File: config.mk
export PLATFORM = sky130hd
export DESIGN_NAME = mc_spi_dispatch
export DESIGN_NICKNAME = d
export VERILOG_FILES = /design/src/rtl/mc_spi_dispatch.sv
export SDC_FILE = /design/constraint.sdc
export NUM_CORES = 1
export LEC_CHECK = 0
export BUFFER_PORTS_ARGS = -buffer_cell sky130_fd_sc_hd__buf_2
export CORE_ASPECT_RATIO = 1.1
export CORE_MARGIN = 2
export CORE_UTILIZATION = 55
export CTS_CLUSTER_DIAMETER = 50
export DETAILED_ROUTE_END_ITERATION = 12
export GPL_TIMING_DRIVEN = 0
export PLACE_DENSITY = 0.8
export SYNTH_ARGS = -nofsm -noshare
export SYNTH_HDL_FRONTEND = slang
export SYNTH_SLANG_ARGS = --single-unit
File: constraint.sdc
create_clock -name clk -period 5.03 [get_ports clk]
set_input_delay 1.006 -clock clk [delete_from_list [all_inputs] [get_ports clk]]
set_output_delay 1.006 -clock clk [all_outputs]
set_load 0.01 [all_outputs]
File: src/rtl/mc_spi_dispatch.sv
module mc_spi_dispatch #(
  parameter int NUM_CHIPS  = 4,
  parameter int NUM_BLOCKS = 8,
  parameter int NUM_WIRES  = 64,
  parameter int ID_W       = 10,
  localparam int CHIP_W = (NUM_CHIPS > 1) ? $clog2(NUM_CHIPS) : 1,
  localparam int BLK_W  = (NUM_BLOCKS > 1) ? $clog2(NUM_BLOCKS) : 1,
  localparam int NPEND  = NUM_BLOCKS * 32,
  localparam int PIDX_W = $clog2(NPEND)
) (
  input  logic              clk,
  input  logic              rst_n,
  input  logic [CHIP_W-1:0] self_chip,
  input  logic              cfg_hold,
  input  logic              cfg_aff3,
  input  logic              tbl_we,
  input  logic [CHIP_W-1:0] tbl_sel,
  input  logic              tbl_vld,
  input  logic [BLK_W-1:0]  tbl_min,
  input  logic [BLK_W-1:0]  tbl_max,
  input  logic              req_valid,
  output logic              req_ready,
  input  logic [ID_W-1:0]   req_id,
  input  logic              req_set,
  input  logic              req_one_of_n,
  input  logic [CHIP_W-1:0] req_aff2,
  input  logic [CHIP_W-1:0] req_aff3,
  output logic              rsp_valid,
  output logic              rsp_err,
  output logic              xc_valid,
  input  logic              xc_ready,
  output logic [CHIP_W-1:0] xc_chip,
  output logic [ID_W-1:0]   xc_id,
  output logic              xc_set,
  input  logic              xc_ack,
  input  logic [NUM_WIRES-1:0] wire_in,
  output logic              dlv_valid,
  output logic [CHIP_W-1:0] dlv_chip,
  output logic [ID_W-1:0]   dlv_id,
  output logic [NPEND-1:0]  pend
);

  typedef enum logic [1:0] {ST_IDLE, ST_LOC, ST_FWD, ST_ACKW} st_t;
  st_t st;

  logic [NUM_CHIPS-1:0] t_vld;
  logic [BLK_W-1:0]     t_min [NUM_CHIPS];
  logic [BLK_W-1:0]     t_max [NUM_CHIPS];

  logic [ID_W-1:0]   s_id;
  logic              s_set, s_hold;
  logic [CHIP_W-1:0] s_chip;
  logic [NUM_WIRES-1:0] wire_q;

  always_ff @(posedge clk or negedge rst_n) begin
    if (!rst_n) begin
      t_vld <= '0;
      for (int c = 0; c < NUM_CHIPS; c++) begin
        t_min[c] <= '0;
        t_max[c] <= '0;
      end
    end else if (tbl_we) begin
      t_vld[tbl_sel] <= tbl_vld;
      t_min[tbl_sel] <= tbl_min;
      t_max[tbl_sel] <= tbl_max;
    end
  end

  logic [ID_W-1:0]  rel;
  logic [BLK_W-1:0] rblk;
  logic             in_rng, hit;
  logic [CHIP_W-1:0] own;

  assign rel    = req_id - ID_W'(32);
  assign in_rng = (req_id >= ID_W'(32)) && (int'(rel) < NPEND);
  assign rblk   = rel[5 +: BLK_W];

  always_comb begin
    hit = 1'b0;
    own = '0;
    for (int c = NUM_CHIPS - 1; c >= 0; c--) begin
      if (t_vld[c] && rblk >= t_min[c] && rblk <= t_max[c]) begin
        hit = 1'b1;
        own = CHIP_W'(c);
      end
    end
  end

  logic              req_ok;
  logic [CHIP_W-1:0] dchip;
  assign req_ok = in_rng && hit;
  assign dchip  = req_one_of_n ? self_chip : (cfg_aff3 ? req_aff3 : req_aff2);

  logic [NUM_WIRES-1:0] rise;
  logic [NPEND-1:0]     wset;
  assign rise = wire_in & ~wire_q;

  always_comb begin
    int base, lim;
    wset = '0;
    base = int'(t_min[self_chip]) * 32;
    lim  = 0;
    if (t_vld[self_chip] && t_max[self_chip] >= t_min[self_chip])
      lim = 16 * (int'(t_max[self_chip]) - int'(t_min[self_chip]) + 1);
    for (int i = 0; i < NUM_WIRES; i++)
      if (rise[i] && i < lim && base + i < NPEND)
        wset[PIDX_W'(base + i)] = 1'b1;
  end

  logic [ID_W-1:0]  s_rel;
  logic [NPEND-1:0] pend_nx;
  assign s_rel = s_id - ID_W'(32);

  always_comb begin
    pend_nx = pend;
    if (st == ST_LOC)
      for (int k = 0; k < NPEND; k++)
        if (k == int'(s_rel)) pend_nx[k] = s_set;
    pend_nx = pend_nx | wset;
  end

  always_ff @(posedge clk or negedge rst_n) begin
    if (!rst_n) begin
      pend   <= '0;
      wire_q <= '0;
    end else begin
      pend   <= pend_nx;
      wire_q <= wire_in;
    end
  end

  always_ff @(posedge clk or negedge rst_n) begin
    if (!rst_n) begin
      st        <= ST_IDLE;
      s_id      <= '0;
      s_set     <= 1'b0;
      s_hold    <= 1'b0;
      s_chip    <= '0;
      rsp_valid <= 1'b0;
      rsp_err   <= 1'b0;
      dlv_valid <= 1'b0;
      dlv_chip  <= '0;
      dlv_id    <= '0;
    end else begin
      rsp_valid <= 1'b0;
      rsp_err   <= 1'b0;
      dlv_valid <= 1'b0;
      case (st)
        ST_IDLE: if (req_valid) begin
          if (!req_ok) begin
            rsp_valid <= 1'b1;
            rsp_err   <= 1'b1;
          end else begin
            s_id   <= req_id;
            s_set  <= req_set;
            s_hold <= cfg_hold;
            if (!cfg_hold) rsp_valid <= 1'b1;
            if (own == self_chip) begin
              s_chip <= dchip;
              st     <= ST_LOC;
            end else begin
              s_chip <= own;
              st     <= ST_FWD;
            end
          end
        end
        ST_LOC: begin
          st <= ST_IDLE;
          if (s_hold) rsp_valid <= 1'b1;
          if (s_set) begin
            dlv_valid <= 1'b1;
            dlv_chip  <= s_chip;
            dlv_id    <= s_id;
          end
        end
        ST_FWD: if (xc_ready) st <= s_hold ? ST_ACKW : ST_IDLE;
        ST_ACKW: if (xc_ack) begin
          rsp_valid <= 1'b1;
          st        <= ST_IDLE;
        end
        default: st <= ST_IDLE;
      endcase
    end
  end

  assign req_ready = (st == ST_IDLE);
  assign xc_valid  = (st == ST_FWD);
  assign xc_chip   = s_chip;
  assign xc_id     = s_id;
  assign xc_set    = s_set;

endmodule


==> key figures <==
Status
  • Run status: finished clean

Die
  • Full die area: 34010 um^2
  • Number of top-level pins: 385
  • Die H: 193.2 um
  • Row count: 69
  • Initial Util: 55.59%
  • Chip width: 176.0 um
  • Core box area: 32200 um^2

Global routing
  • Largest net degree at the start of global routing: about 120
  • Gr ovfl total: 0
  • First-pass GRT wire length: ~90000 um
  • GRT Total Usage: between 30% and 40%
  • Vias in the first global route: 15500
  • Initial antenna violation count: 4

Power and ir drop
  • Psw: 3.475 mW
  • Leak Pwr: 9.548 nW
  • Sequential power share: 37.9%
  • Sw Share: approximately 36%
  • Clock Power Share: 32.0%
  • Pwr Density: 438.9 nW/um^2
  • P_int: 6.123 mW
  • Logic pwr share: 30.1%
  • Total power: 9.598 mW
  • Peak VDD IR: 0.2576 mV

Setup path
  • Req. time, crit path: between 5 and 6 ns
  • Critical path arrival: 5.40 ns
  • Worst R2R Start: t_min[0]
  • Setup Crit Path Kind: in -> reg
  • Worst Setup Start Kind: input pin
  • R2r worst-path depth: 14
  • R2R setup slack: around 0.39 ns
  • CP startpoint: self_chip[0]
  • Worst Setup End Kind: flip-flop
  • CP Max Fanout: 11

STA
  • Clock skew: 0.01865 ns
  • Final worst slack: 0.08004 ns
  • Fmax: 202.0 MHz
  • Worst slew pin tran: 0.8636 ns
  • Max Slew Vio Count: 0
  • Tmin final: 4.950 ns
  • RSZ-0062 raised after global routing: true
  • Final Hold Violating Endpoints: 0
  • Min Hold Slack: 0.4111 ns
  • Final period util: 98.41%
  • Final setup fails: 0
  • Max-slew headroom: approximately two fifths

Job
  • MaxCap Viol Count: 0

Clock network
  • CTS H-tree lvls: 2
  • Worst-path clk slew: around 0.060 ns
  • CTS Buffer Depth: 3
  • CTS tree: built
  • Clk root buf: clkbuf_16
  • CTS Buf Count: 42
  • Clk_lat worst skew: 0.55 ns
  • Clock sinks: 379

Synthesis
  • Syn Nets: 1725
  • Ys flop type: dfrtp_1
  • Ys Warns: 0
  • Async S/R FF share, synth: 100.0%
  • Gate Count Post-Synth: 1593
  • Post-Syn Area: 17900 um^2
  • EDFF count, synth: 0
  • Post-synth cell types: 58
  • Synth Register Bits: 379
  • Syn Area/Cell: 11.24 um^2
  • Register area share after synthesis: 52.98%

Layout
  • Non-Filler Instances: about 2500
  • Share of cells above drive strength 1: 34.05%
  • Final #Nets: 2160
  • Final Cell Area: 21870 um^2
  • Fillers: 2397
  • Commonest cells after routing, fill and taps aside: buf_2 (395), dfrtp_1 (379), nor2_1 (273)
  • Synth-to-layout area growth: 22.15%
  • Most common library cell in the layout ignoring fill and taps: buf_2

Placement
  • Pre-CTS WS: -0.5814 ns
  • Port bufs: 383
  • Post-DP HPWL: 41760 um
  • Final GP Congestion: 0.9344
  • Cells after DPL: approximately 2400
  • Placed cell area: 20440 um^2

Routing
  • Vias per std cell: 6.099
  • DR iter-0 viols: roughly 1300
  • Mean routed wirelength per cell: between 20 and 25 um
  • Pre-antenna DRT Iters: 5
  • Post-Route WL: 58000 um
  • DRC: 0
  • Via Count: 15150
  • Routed Antenna Nets: 0

Min path
  • Hold Path Class: in -> async
## through the flow
stage                     setup TNS (ns)  util (%)
after floorplan                        0         -
after global placement          -1648.00     63.20
after detailed placement          -46.72     63.49
final                                  0     67.91
after global routing             -0.7679     67.90
after CTS                              0     67.72
## path summary, 6_finish.rpt
check / to
min in group clk: dlv_id[5]
worst max register to register: pend[103]
worst max-delay path: pend[103]
max in group asynchronous: t_min[11]
worst min-delay path: pend[137]
worst min register to register: dlv_id[5]
## per-layer routing
metal  global-route usage, %  part of all wire, %
met3                   7.685                  9.4
met4                   19.31                  6.1
met2                   54.63                   47
met5                       0                0.047
met1                   42.09                   37
## cell families (layout without fill, tap and decap cells)
logic type | count (synthesis) | in the layout | synth area share (%)
xor+xnor | 5 | 5 | 0.2446
mux | 301 | 301 | 18.68
simple gates | 507 | 507 | 13.29
compound gates | 244 | 244 | 9.687
other cells | 0 | 2 | 0
fa+ha+maj | 33 | 33 | 2.390
buf+inv | 124 | 587 | 2.733
flops | 379 | 379 | 52.98
## what timing repair did
| action | 4_1_cts | 5_1_grt |
|---|---|---|
| endpoints found under the setup margin | 10 | 101 |
| pin swaps | 0 | 2 |
| setup buffers | 0 | 5 |
| resized for setup | 1 | 9 |
| hold buffers | 0 | 0 |
## Yosys cell counts, types with 11 or more instances
| cell | n | area share (%) |
|---|---|---|
| nand3_1 | 22 | 0.62 |
| inv_1 | 39 | 0.82 |
| mux2_2 | 186 | 12 |
| nand3_2 | 11 | 0.62 |
| a221oi_1 | 14 | 0.68 |
| o21ai_0 | 61 | 1.7 |
| o211ai_1 | 29 | 1.2 |
| buf_2 | 13 | 0.36 |
| nor3b_1 | 12 | 0.50 |
| mux2i_1 | 99 | 5.5 |
| o21a_1 | 13 | 0.55 |
| nand3b_1 | 24 | 1.0 |
| clkbuf_1 | 67 | 1.4 |
| nand2b_1 | 39 | 1.4 |
| dfrtp_1 | 379 | 53 |
| nand2_1 | 85 | 1.8 |
| o221ai_1 | 64 | 3.1 |
| ha_1 | 31 | 2.2 |
| nor2_1 | 274 | 5.7 |
| a21oi_1 | 33 | 0.92 |
## sequential cells by signal (all words and copies together) (netlist names)
name and flops:
t_vld 4, xc_id 10, st 2, xc_set 1, dlv_valid 1, rsp_err 1, wire_q 64, dlv_id 10
rsp_valid 1, pend 256, t_max 12, dlv_chip 2, s_hold 1, xc_chip 2, t_min 12
## worst max-delay path: stages
cell,delay (ns)
buf_2,0.18
mux4_2,0.64
buf_1,0.28
ha_1,0.28
inv_1,0.07
fa_1,0.15
inv_1,0.05
fa_1,0.67
nand2b_1,0.20
nor2_1,0.06
mux2_2,0.27
a221oi_2,0.42
nand3_1,0.42
clkbuf_1,0.42
o221ai_1,0.26
## power groups by stage
stage	Combinational [mW]	Sequential, mW	Clock, mW
after floorplan	1.57	3.74	0
after global placement	2.72	3.67	0
after detailed placement	2.81	3.69	0
after CTS	2.82	3.64	3.09
after global routing	3.11	3.68	3.21
final	2.89	3.64	3.07
## area by class of cell
class | count | area, um^2 | share of cell area, %
flip-flops and latches | 379 | 9484 | 43.37
multi-input cells | 1090 | 7943 | 36.32
repair buffers | 391 | 2047 | 9.361
clock buffers | 57 | 1189 | 5.436
well taps | 426 | 533.0 | 2.437
plain buffers | 85 | 347.8 | 1.591
clock inverters | 15 | 172.7 | 0.7896
inverters | 39 | 146.4 | 0.6695
diodes | 2 | 5.005 | 0.02289
(Power assumes the default switching activity.)
